`config.mk`:
```
export PLATFORM = sky130hd
export DESIGN_NAME = fxmul_unit
export DESIGN_NICKNAME = d
export VERILOG_FILES = /design/src/rtl/fxmul_pkg.sv /design/src/rtl/fxmul_ctrl.sv /design/src/rtl/fxmul_dpath.sv /design/src/rtl/fxmul_unit.sv
export SDC_FILE = /design/constraint.sdc
export NUM_CORES = 2
export LEC_CHECK = 0
export ABC_CLOCK_PERIOD_IN_PS = 11500
export BUFFER_PORTS_ARGS = -buffer_cell sky130_fd_sc_hd__buf_2
export CAP_MARGIN = 20
export CELL_PAD_IN_SITES_DETAIL_PLACEMENT = 0
export CELL_PAD_IN_SITES_GLOBAL_PLACEMENT = 2
export CORE_MARGIN = 4
export CORE_UTILIZATION = 41
export CTS_CLUSTER_SIZE = 16
export DETAILED_ROUTE_END_ITERATION = 6
export GPL_ROUTABILITY_DRIVEN = 0
export PLACE_DENSITY_LB_ADDON = 0.1
export SLEW_MARGIN = 10
export SYNTH_ARGS = -nofsm -noshare
export SYNTH_HDL_FRONTEND = slang
export SYNTH_HIERARCHICAL = 1
export SYNTH_SLANG_ARGS = --single-unit
```
`constraint.sdc`:
```
create_clock -name clk -period 11.5 [get_ports clk]
set_clock_uncertainty 0.2 [all_clocks]
set_input_delay 1.725 -clock clk [delete_from_list [all_inputs] [get_ports clk]]
set_output_delay 1.725 -clock clk [all_outputs]
set_load 0.005 [all_outputs]
```
`src/rtl/fxmul_pkg.sv`:
```
package fxmul_pkg;

  typedef enum logic [2:0] {
    OP_MULU  = 3'd0,
    OP_MULS  = 3'd1,
    OP_SCLS  = 3'd2,
    OP_SCLU  = 3'd3,
    OP_WIDEU = 3'd4,
    OP_WIDES = 3'd5,
    OP_FXS   = 3'd6,
    OP_FXU   = 3'd7
  } opCodeE;

  typedef enum logic [1:0] {
    SH_NONE = 2'd0,
    SH_FX   = 2'd1,
    SH_FRAC = 2'd2
  } shiftE;

  typedef struct packed {
    logic  fire;
    logic  signedOp;
    shiftE shift;
    logic  wide;
    logic  toAcc;
  } ctrlStrobeS;

endpackage

```
`src/rtl/fxmul_ctrl.sv`:
```
module fxmul_ctrl
  import fxmul_pkg::*;
(
  input  logic       clk,
  input  logic       rst_n,
  input  logic       startIn,
  input  logic [2:0] opIn,
  input  logic       accReqIn,
  output ctrlStrobeS strobe,
  output logic       doneOut,
  output logic       dstWriteOut
);

  logic   validS1;
  opCodeE opS1;
  logic   accS1;

  always_ff @(posedge clk) begin
    if (!rst_n) begin
      validS1 <= 1'b0;
      opS1    <= OP_MULU;
      accS1   <= 1'b0;
    end else begin
      validS1 <= startIn;
      if (startIn) begin
        opS1  <= opCodeE'(opIn);
        accS1 <= accReqIn;
      end
    end
  end

  always_comb begin
    strobe          = '0;
    strobe.fire     = validS1;
    strobe.shift    = SH_NONE;
    case (opS1)
      OP_MULU:  strobe.signedOp = 1'b0;
      OP_MULS:  strobe.signedOp = 1'b1;
      OP_SCLS: begin
        strobe.signedOp = 1'b1;
        strobe.shift    = SH_FRAC;
      end
      OP_SCLU: begin
        strobe.signedOp = 1'b0;
        strobe.shift    = SH_FRAC;
      end
      OP_WIDEU: strobe.wide = 1'b1;
      OP_WIDES: begin
        strobe.signedOp = 1'b1;
        strobe.wide     = 1'b1;
      end
      OP_FXS: begin
        strobe.signedOp = 1'b1;
        strobe.shift    = SH_FX;
      end
      OP_FXU:   strobe.shift = SH_FX;
      default:  strobe.signedOp = 1'b0;
    endcase
    strobe.toAcc = accS1 && (opS1 == OP_SCLS || opS1 == OP_SCLU);
  end

  always_ff @(posedge clk) begin
    if (!rst_n) begin
      doneOut     <= 1'b0;
      dstWriteOut <= 1'b0;
    end else begin
      doneOut     <= validS1;
      dstWriteOut <= validS1 && !strobe.toAcc;
    end
  end


  done_latency_chk: assert property (@(posedge clk) disable iff (!rst_n)
    startIn |-> ##2 doneOut);


  done_origin_chk: assert property (@(posedge clk) disable iff (!rst_n)
    !startIn |-> ##2 !doneOut);


  reset_idle_chk: assert property (@(posedge clk)
    !rst_n |=> (!doneOut && !dstWriteOut));


  acc_no_dst_chk: assert property (@(posedge clk) disable iff (!rst_n)
    (strobe.fire && strobe.toAcc) |=> (doneOut && !dstWriteOut));

endmodule

```
`src/rtl/fxmul_dpath.sv`:
```
module fxmul_dpath
  import fxmul_pkg::*;
#(
  parameter int OPW     = 24,
  parameter int WORD    = 32,
  parameter int FX_SH   = 16,
  parameter int FRAC_SH = 22
) (
  input  logic            clk,
  input  logic            rst_n,
  input  logic            startIn,
  input  logic [WORD-1:0] opA,
  input  logic [WORD-1:0] opB,
  input  ctrlStrobeS      strobe,
  output logic [WORD-1:0] resLo,
  output logic [WORD-1:0] resHi,
  output logic [WORD-1:0] accOut
);

  localparam int PW   = 2 * OPW;
  localparam int MW   = 2 * OPW + 2;
  localparam int EXTW = 2 * WORD;
  localparam int SGNB = PW - FRAC_SH - 1;

  logic [OPW-1:0] aReg, bReg;

  always_ff @(posedge clk) begin
    if (!rst_n) begin
      aReg <= '0;
      bReg <= '0;
    end else if (startIn) begin
      aReg <= opA[OPW-1:0];
      bReg <= opB[OPW-1:0];
    end
  end

  logic                   signA, signB;
  logic signed [MW-1:0]   aX, bX, prodFull;
  logic [EXTW-1:0]        prodExt;
  logic signed [EXTW-1:0] shifted;
  logic [WORD-1:0]        nextLo, nextHi;
  logic                   unusedBits;

  always_comb begin
    signA    = strobe.signedOp & aReg[OPW-1];
    signB    = strobe.signedOp & bReg[OPW-1];
    aX       = $signed({{(OPW+2){signA}}, aReg});
    bX       = $signed({{(OPW+2){signB}}, bReg});
    prodFull = aX * bX;
    prodExt  = {{(EXTW-PW){strobe.signedOp & prodFull[PW-1]}}, prodFull[PW-1:0]};
    case (strobe.shift)
      SH_FX:   shifted = $signed(prodExt) >>> FX_SH;
      SH_FRAC: shifted = $signed(prodExt) >>> FRAC_SH;
      default: shifted = $signed(prodExt);
    endcase
    nextLo = shifted[WORD-1:0];
    nextHi = strobe.wide ? prodExt[EXTW-1:WORD] : '0;
  end

  assign unusedBits = ^{opA[WORD-1:OPW], opB[WORD-1:OPW],
                        prodFull[MW-1:PW], shifted[EXTW-1:WORD]};

  always_ff @(posedge clk) begin
    if (!rst_n) begin
      resLo  <= '0;
      resHi  <= '0;
      accOut <= '0;
    end else if (strobe.fire) begin
      if (strobe.toAcc) begin
        accOut <= nextLo;
      end else begin
        resLo <= nextLo;
        resHi <= nextHi;
      end
    end
  end


  nonwide_hi_zero_chk: assert property (@(posedge clk) disable iff (!rst_n)
    (strobe.fire && !strobe.wide && !strobe.toAcc) |=> (resHi == '0));


  acc_hold_chk: assert property (@(posedge clk) disable iff (!rst_n)
    !(strobe.fire && strobe.toAcc) |=> $stable(accOut));


  dst_hold_chk: assert property (@(posedge clk) disable iff (!rst_n)
    (strobe.fire && strobe.toAcc) |=> ($stable(resLo) && $stable(resHi)));


  frac_sign_chk: assert property (@(posedge clk) disable iff (!rst_n)
    (strobe.fire && !strobe.toAcc && strobe.signedOp && strobe.shift == SH_FRAC)
      |=> ((&resLo[WORD-1:SGNB]) || !(|resLo[WORD-1:SGNB])));

endmodule

```
`src/rtl/fxmul_unit.sv`:
```
module fxmul_unit
  import fxmul_pkg::*;
#(
  parameter int OPW     = 24,
  parameter int WORD    = 32,
  parameter int FX_SH   = 16,
  parameter int FRAC_SH = 22
) (
  input  logic            clk,
  input  logic            rst_n,
  input  logic            startIn,
  input  logic [2:0]      opSel,
  input  logic            accReq,
  input  logic [WORD-1:0] opA,
  input  logic [WORD-1:0] opB,
  output logic [WORD-1:0] resLo,
  output logic [WORD-1:0] resHi,
  output logic [WORD-1:0] accOut,
  output logic            doneOut,
  output logic            dstWrite
);

  ctrlStrobeS strobe;

  fxmul_ctrl u_ctrl (
    .clk         (clk),
    .rst_n       (rst_n),
    .startIn     (startIn),
    .opIn        (opSel),
    .accReqIn    (accReq),
    .strobe      (strobe),
    .doneOut     (doneOut),
    .dstWriteOut (dstWrite)
  );

  fxmul_dpath #(
    .OPW     (OPW),
    .WORD    (WORD),
    .FX_SH   (FX_SH),
    .FRAC_SH (FRAC_SH)
  ) u_dpath (
    .clk     (clk),
    .rst_n   (rst_n),
    .startIn (startIn),
    .opA     (opA),
    .opB     (opB),
    .strobe  (strobe),
    .resLo   (resLo),
    .resHi   (resHi),
    .accOut  (accOut)
  );

endmodule

```
Yosys cells after proc, flatten, opt, wreduce, memory -nomap -nowiden
Cells that the tools add are included.

Flip-flop bits (word level): 151. Input port bits: 71.

Equal/unequal tests: 9. Muxes and demuxes: 5. $mul: 1. Bitwise operators: 4. Reductions and logical operators: 10.

Operators with widths (number): case mux 32 bit (2 select lines) (1); multiplier 25 x 25 -> 48 bit (1); 2-to-1 mux 32 bit (1); equality test 3 bit, second input constant (4); equality test 3 x 2 -> 1 bit, second input constant (2); OR reduction 2 bit (3); case mux 2 bit (2 select lines) (1); AND reduction 2 bit (2); OR reduction 4 bit (1); AND 1 bit (3); equality test 3 x 1 -> 1 bit, second input constant (1); equality test 2 x 1 -> 1 bit, second input constant (1); equality test 2 bit, second input constant (1); logical AND 1 bit (2); 2-to-1 mux 1 bit (2); zero test 1 bit (1); logical OR 1 bit (1); NOT 1 bit (1).

Longest topological paths before layout
Depth in word-level cells: 7. Mapped depth: 32. Gate-level depth less buffers: 29.

Cells and area by module
The synthesis kept the hierarchy.

By module, submodules not included: fxmul_dpath (area each 27799.2 um^2, sequential area each 2582.5 um^2, cells each 3060, instances 1); fxmul_ctrl (area each 339.1 um^2, sequential area each 140.1 um^2, cells each 30, instances 1).

Worst setup path after synthesis
No wires, ideal clock.

Path kind: reg2reg. Start point: reg u_ctrl.opS1[0]. End point: reg u_dpath.resLo[30]. Arrival: 7957 ps. Data required time: 11226 ps. Setup slack: 3269 ps. Stages on the path, launching flop included: 31. Cells stage by stage: dfxtp_1 > inv_1 > ha_1 > clkbuf_1 > and2_1 > clkbuf_1 > nand2_1 > inv_1 > fa_1 > inv_1 > fa_1 > inv_1 > fa_1 > inv_1 > fa_1 > fa_1 > fa_1 > inv_1 > fa_1 > ha_1 > buf_2 > a21o_1 > a21o_1 > a21o_1 > a211oi_2 > o21ai_1 > mux2_4 > nor4_4 > nand2_1 > a21o_1 > a31oi_1.

RTL lines: from (decl) (line fxmul_ctrl.sv:15) `opCodeE opS1;`; from (signal assigned) (line fxmul_ctrl.sv:26) `opS1 <= opCodeE'(opIn);`; to (signal assigned) (line fxmul_dpath.sv:72) `resLo <= nextLo;`; to (decl) (line fxmul_dpath.sv:15) `output logic [WORD-1:0] resLo,`.

==> report_table.html <==
<table>
<tr><th>Metric</th><th>Value</th></tr>
<tr><th colspan="2">Clocking</th></tr>
<tr><td>Post CTS Setup Buffer Count</td><td>0</td></tr>
<tr><td>Clock latency on the worst-skew pair</td><td>460 ps</td></tr>
<tr><td>Maximum level of the CTS H-tree</td><td>4</td></tr>
<tr><td>Buffer levels on the longest clock path</td><td>2</td></tr>
<tr><td>TritonCTS clock tree</td><td>done</td></tr>
<tr><td>Register clock-pin slew on the reported worst setup and hold paths</td><td>70 ps</td></tr>
<tr><td>Post-CTS Resized</td><td>0</td></tr>
<tr><td>Master cell of the clock root buffer</td><td>sky130_fd_sc_hd__clkbuf_16</td></tr>
<tr><td>Num CTS Buffers</td><td>17</td></tr>
<tr><td>Clock tree sinks</td><td>136</td></tr>
<tr><td>Post-cts hold buffer count</td><td>0</td></tr>
<tr><th colspan="2">Drt</th></tr>
<tr><td>Initial drt markers</td><td>1109</td></tr>
<tr><td>Routed Antenna Nets</td><td>0</td></tr>
<tr><td>Count of TritonRoute iterations in the first routing pass</td><td>6</td></tr>
<tr><td>DRT Wirelength</td><td>81100 um</td></tr>
<tr><td>DRC viols</td><td>0</td></tr>
<tr><td>Total number of vias</td><td>20.7k</td></tr>
<tr><td>Per-cell via count in the routed design</td><td>5.17</td></tr>
<tr><td>Average routed wire per standard cell</td><td>20.3 um</td></tr>
<tr><th colspan="2">Timing</th></tr>
<tr><td>Final setup TNS</td><td>0 ps</td></tr>
<tr><td>Final cycle utilization of the critical path</td><td>0.843</td></tr>
<tr><td>Worst slew pin tran</td><td>1120 ps</td></tr>
<tr><td>Final worst path period need</td><td>9700 ps</td></tr>
<tr><td>Slew HR</td><td>0.249</td></tr>
<tr><td>Count of final setup violators</td><td>0</td></tr>
<tr><td>RSZ-0062 raised after global routing</td><td>false</td></tr>
<tr><td>Achievable frequency</td><td>103 MHz</td></tr>
<tr><td>Number of failing hold endpoints at the final stage</td><td>0</td></tr>
<tr><td>Max-slew violation count</td><td>0</td></tr>
<tr><th colspan="2">Worst setup path</th></tr>
<tr><td>Maximum net fanout on the critical path</td><td>21</td></tr>
<tr><td>R2r startpoint</td><td>u_ctrl/opS1[0]$_SDFFE_PN0P_</td></tr>
<tr><td>Type of origin of the critical path</td><td>flop</td></tr>
<tr><td>Nature of the critical path endpoint</td><td>flop</td></tr>
<tr><td>Start-to-end type of the worst setup path</td><td>reg2reg</td></tr>
<tr><td>Worst path required time</td><td>11680 ps</td></tr>
<tr><td>Cells on worst reg2reg path</td><td>25</td></tr>
<tr><td>R2r setup slk</td><td>1800 ps</td></tr>
<tr><td>Arrival time of the worst setup path</td><td>9880 ps</td></tr>
<tr><td>Critical path startpoint</td><td>u_ctrl/opS1[0]$_SDFFE_PN0P_</td></tr>
<tr><th colspan="2">Synthesis</th></tr>
<tr><td>Post-synth EDFFs</td><td>0</td></tr>
<tr><td>Register area share after synthesis</td><td>0.0968</td></tr>
<tr><td>Distinct cell type count after synthesis</td><td>89</td></tr>
<tr><td>Share of flip-flops with an asynchronous set or reset after synthesis</td><td>0</td></tr>
<tr><td>Mapped cell area</td><td>28100 sq um</td></tr>
<tr><td>Flip-flop and latch count after synthesis</td><td>136</td></tr>
<tr><td>Yosys warns</td><td>6</td></tr>
<tr><td>Syn_nets</td><td>3945</td></tr>
<tr><td>Synthesized instance count</td><td>3090</td></tr>
<tr><td>Mean post-synth cell area</td><td>9.11 sq um</td></tr>
<tr><td>Most used DFF post-synth</td><td>sky130_fd_sc_hd__dfxtp_1</td></tr>
<tr><th colspan="2">Pwr</th></tr>
<tr><td>Highest ir drop seen on vdd</td><td>0.0867 mV</td></tr>
<tr><td>Static leakage power</td><td>14.8 nW</td></tr>
<tr><td>Total power consumption of the routed design</td><td>2.54 mW</td></tr>
<tr><td>PwrDens</td><td>84.2 nW/um^2</td></tr>
<tr><th colspan="2">Floorplan</th></tr>
<tr><td>Initial cell density of the core</td><td>0.416</td></tr>
<tr><td>Floorplan die width</td><td>270 um</td></tr>
<tr><td>Standard cell core area</td><td>67600 sq um</td></tr>
<tr><td>Floorplan die area</td><td>72900 sq um</td></tr>
<tr><td>Die extent in y</td><td>270 um</td></tr>
<tr><td>Std cell rows</td><td>95</td></tr>
<tr><td>IO Count</td><td>169</td></tr>
<tr><th colspan="2">Placement</th></tr>
<tr><td>Post-Place Cell Area</td><td>29600 sq um</td></tr>
<tr><td>Total of buffers placed on input and output ports</td><td>152</td></tr>
<tr><td>DPL Wire Length</td><td>65500 um</td></tr>
<tr><td># placed instances</td><td>3968</td></tr>
<tr><th colspan="2">Global route</th></tr>
<tr><td>GR Overflow Total</td><td>0</td></tr>
<tr><td>Maximum number of pins on one net before global-route repair</td><td>92</td></tr>
<tr><td>GRT Util Overall</td><td>0.228</td></tr>
<tr><td>Vias in the first global route</td><td>22.8k</td></tr>
<tr><td>Antenna violations before repair</td><td>1</td></tr>
<tr><td>Global-route wire length before repair</td><td>131000 um</td></tr>
<tr><th colspan="2">Min path</th></tr>
<tr><td>Cell depth of the worst hold path</td><td>2</td></tr>
<tr><td>Launch point of the worst hold path</td><td>u_dpath/resHi[5]$_SDFFE_PN0P_</td></tr>
<tr><td>Worst hold-check path type</td><td>reg2reg</td></tr>
<tr><th colspan="2">Cells and area</th></tr>
<tr><td>Core Util, Final</td><td>0.446</td></tr>
<tr><td>Area grow syn2layout</td><td>7.25%</td></tr>
<tr><td># nets final</td><td>3971</td></tr>
<tr><td>Share of layout cells above drive strength 1</td><td>0.0930</td></tr>
<tr><td>Post-route cell area</td><td>30200 sq um</td></tr>
<tr><td>Filler-free cell count of the finished design</td><td>4005</td></tr>
<tr><th colspan="2">Flow run</th></tr>
<tr><td>Count of maximum capacitance violations</td><td>0</td></tr>
<tr><th colspan="2">Status</th></tr>
<tr><td>Status</td><td>finished clean</td></tr>
</table>
stage by stage:
step	hold WS (ps)	setup WS (ps)
6_report	256	1800
5_1_grt	278	1210
4_1_cts	256	1670
3_5_place_dp	247	1730
3_3_place_gp	238	1890
2_1_floorplan	219	3270
layer usage:
metal,vias to the layer above,share of wire,global-route usage
met1,10900,0.45,0.322
met2,435,0.50,0.393
met3,55,0.039,0.0216
li1,9337,-,-
met5,-,0,0
met4,0,0.013,0.0308
path summary, 6_finish.rpt:
check | to
setup reg to reg | u_dpath/accOut[25]$_SDFFE_PN0P_
setup / recovery | u_dpath/accOut[25]$_SDFFE_PN0P_
hold reg to reg | u_dpath/resHi[5]$_SDFFE_PN0P_
hold / removal | u_dpath/resHi[5]$_SDFFE_PN0P_
state kept, by name, summed over array words and instances, names as in the netlist:
register,cells
u_ctrl/doneOut,1
u_dpath/bReg,24
u_ctrl/dstWriteOut,1
u_ctrl/accS1,1
u_dpath/resHi,17
u_dpath/resLo,32
u_dpath/aReg,24
u_ctrl/validS1,1
u_dpath/accOut,32
u_ctrl/opS1,3
synthesized netlist by cell type (all sizes together) (17+ instances only):
cell | instances | area (sq um)
dfxtp | 136 | 2720
clkbuf | 165 | 619
fa | 640 | 12800
ha | 144 | 1800
xor2 | 20 | 175
mux2i | 56 | 561
a21oi | 78 | 413
o21ai | 73 | 373
nand3 | 41 | 205
nand2 | 441 | 1660
and3 | 22 | 138
xnor2 | 37 | 343
a22oi | 17 | 133
inv | 632 | 2370
and2 | 219 | 1370
buf | 34 | 211
a211oi | 23 | 188
a21o | 20 | 151
nor2 | 125 | 477
critical path, cell delays in order, from the launching register on:
cell and delay, ps:
sky130_fd_sc_hd__dfxtp_1 390, sky130_fd_sc_hd__inv_1 90, sky130_fd_sc_hd__ha_1 650, sky130_fd_sc_hd__and2_1 520, sky130_fd_sc_hd__nand2_1 200, sky130_fd_sc_hd__inv_1 100, sky130_fd_sc_hd__fa_1 670, sky130_fd_sc_hd__inv_1 140
sky130_fd_sc_hd__fa_1 780, sky130_fd_sc_hd__inv_1 170, sky130_fd_sc_hd__fa_1 550, sky130_fd_sc_hd__inv_1 370, sky130_fd_sc_hd__fa_1 530, sky130_fd_sc_hd__fa_1 550, sky130_fd_sc_hd__inv_1 50, sky130_fd_sc_hd__fa_1 490
sky130_fd_sc_hd__fa_1 420, sky130_fd_sc_hd__ha_1 520, sky130_fd_sc_hd__a211oi_1 140, sky130_fd_sc_hd__o21bai_1 360, sky130_fd_sc_hd__o41ai_1 140, sky130_fd_sc_hd__a211o_1 300, sky130_fd_sc_hd__a311oi_1 750, sky130_fd_sc_hd__a22oi_1 140
sky130_fd_sc_hd__o21a_1 260, sky130_fd_sc_hd__a21oi_1 140
cells in the final DEF, fill, tap and decap left out, types with 5 or more instances in the layout:
cell	synthesis	final
sky130_fd_sc_hd__a31oi_1	6	6
sky130_fd_sc_hd__a22o_1	6	6
sky130_fd_sc_hd__a221o_1	11	11
sky130_fd_sc_hd__nand2_1	441	441
sky130_fd_sc_hd__o211ai_1	6	6
sky130_fd_sc_hd__o21a_1	14	14
sky130_fd_sc_hd__o21bai_1	8	8
sky130_fd_sc_hd__ha_1	144	144
sky130_fd_sc_hd__o21ai_1	28	28
sky130_fd_sc_hd__or2_2	14	14
sky130_fd_sc_hd__buf_2	10	151
sky130_fd_sc_hd__and2_1	216	216
sky130_fd_sc_hd__a21o_1	19	19
sky130_fd_sc_hd__mux2i_1	56	56
sky130_fd_sc_hd__nor2_1	124	124
sky130_fd_sc_hd__nor2b_1	9	8
sky130_fd_sc_hd__xor2_1	20	20
sky130_fd_sc_hd__xnor2_1	36	36
sky130_fd_sc_hd__a22oi_1	16	16
sky130_fd_sc_hd__and3_1	22	22
sky130_fd_sc_hd__o31ai_1	6	6
sky130_fd_sc_hd__nand3_1	41	41
sky130_fd_sc_hd__dfxtp_1	136	133
sky130_fd_sc_hd__buf_4	17	52
sky130_fd_sc_hd__nand4_1	11	11
sky130_fd_sc_hd__a21oi_1	74	74
sky130_fd_sc_hd__nand2b_1	5	5
sky130_fd_sc_hd__inv_1	630	630
sky130_fd_sc_hd__nor3_1	9	9
sky130_fd_sc_hd__o21ai_0	43	43
sky130_fd_sc_hd__a211oi_1	20	20
sky130_fd_sc_hd__clkbuf_16	0	17
sky130_fd_sc_hd__inv_6	0	5
sky130_fd_sc_hd__fa_1	640	640
cell type report:
class	count	area, sq um
fillers	6636	37500
multi-input cells	2123	22200
flip-flops and latches	136	2730
inverters	632	2370
repair buffers	206	1200
well taps	873	1090
clock buffers	18	439
clock inverters	14	130
diodes	3	7.51
power by group:
group	switching (mW)	internal (mW)
combinational	0.954	0.493
sequential	0.0250	0.495
clock	0.284	0.292
total	1.26	1.28
logic make-up (layout without fill, tap and decap cells):
| family | Yosys count | in the layout | share of synthesized area |
|---|---|---|---|
| fa+ha+maj | 784 | 784 | 0.519 |
| compound gates | 315 | 315 | 0.0800 |
| flops | 136 | 136 | 0.0968 |
| simple gates | 910 | 910 | 0.151 |
| mux | 57 | 57 | 0.0205 |
| other cells | 0 | 3 | 0 |
| xor+xnor | 57 | 57 | 0.0184 |
| buf+inv | 831 | 870 | 0.114 |
Note: power is estimated with default switching activity, not from simulation.
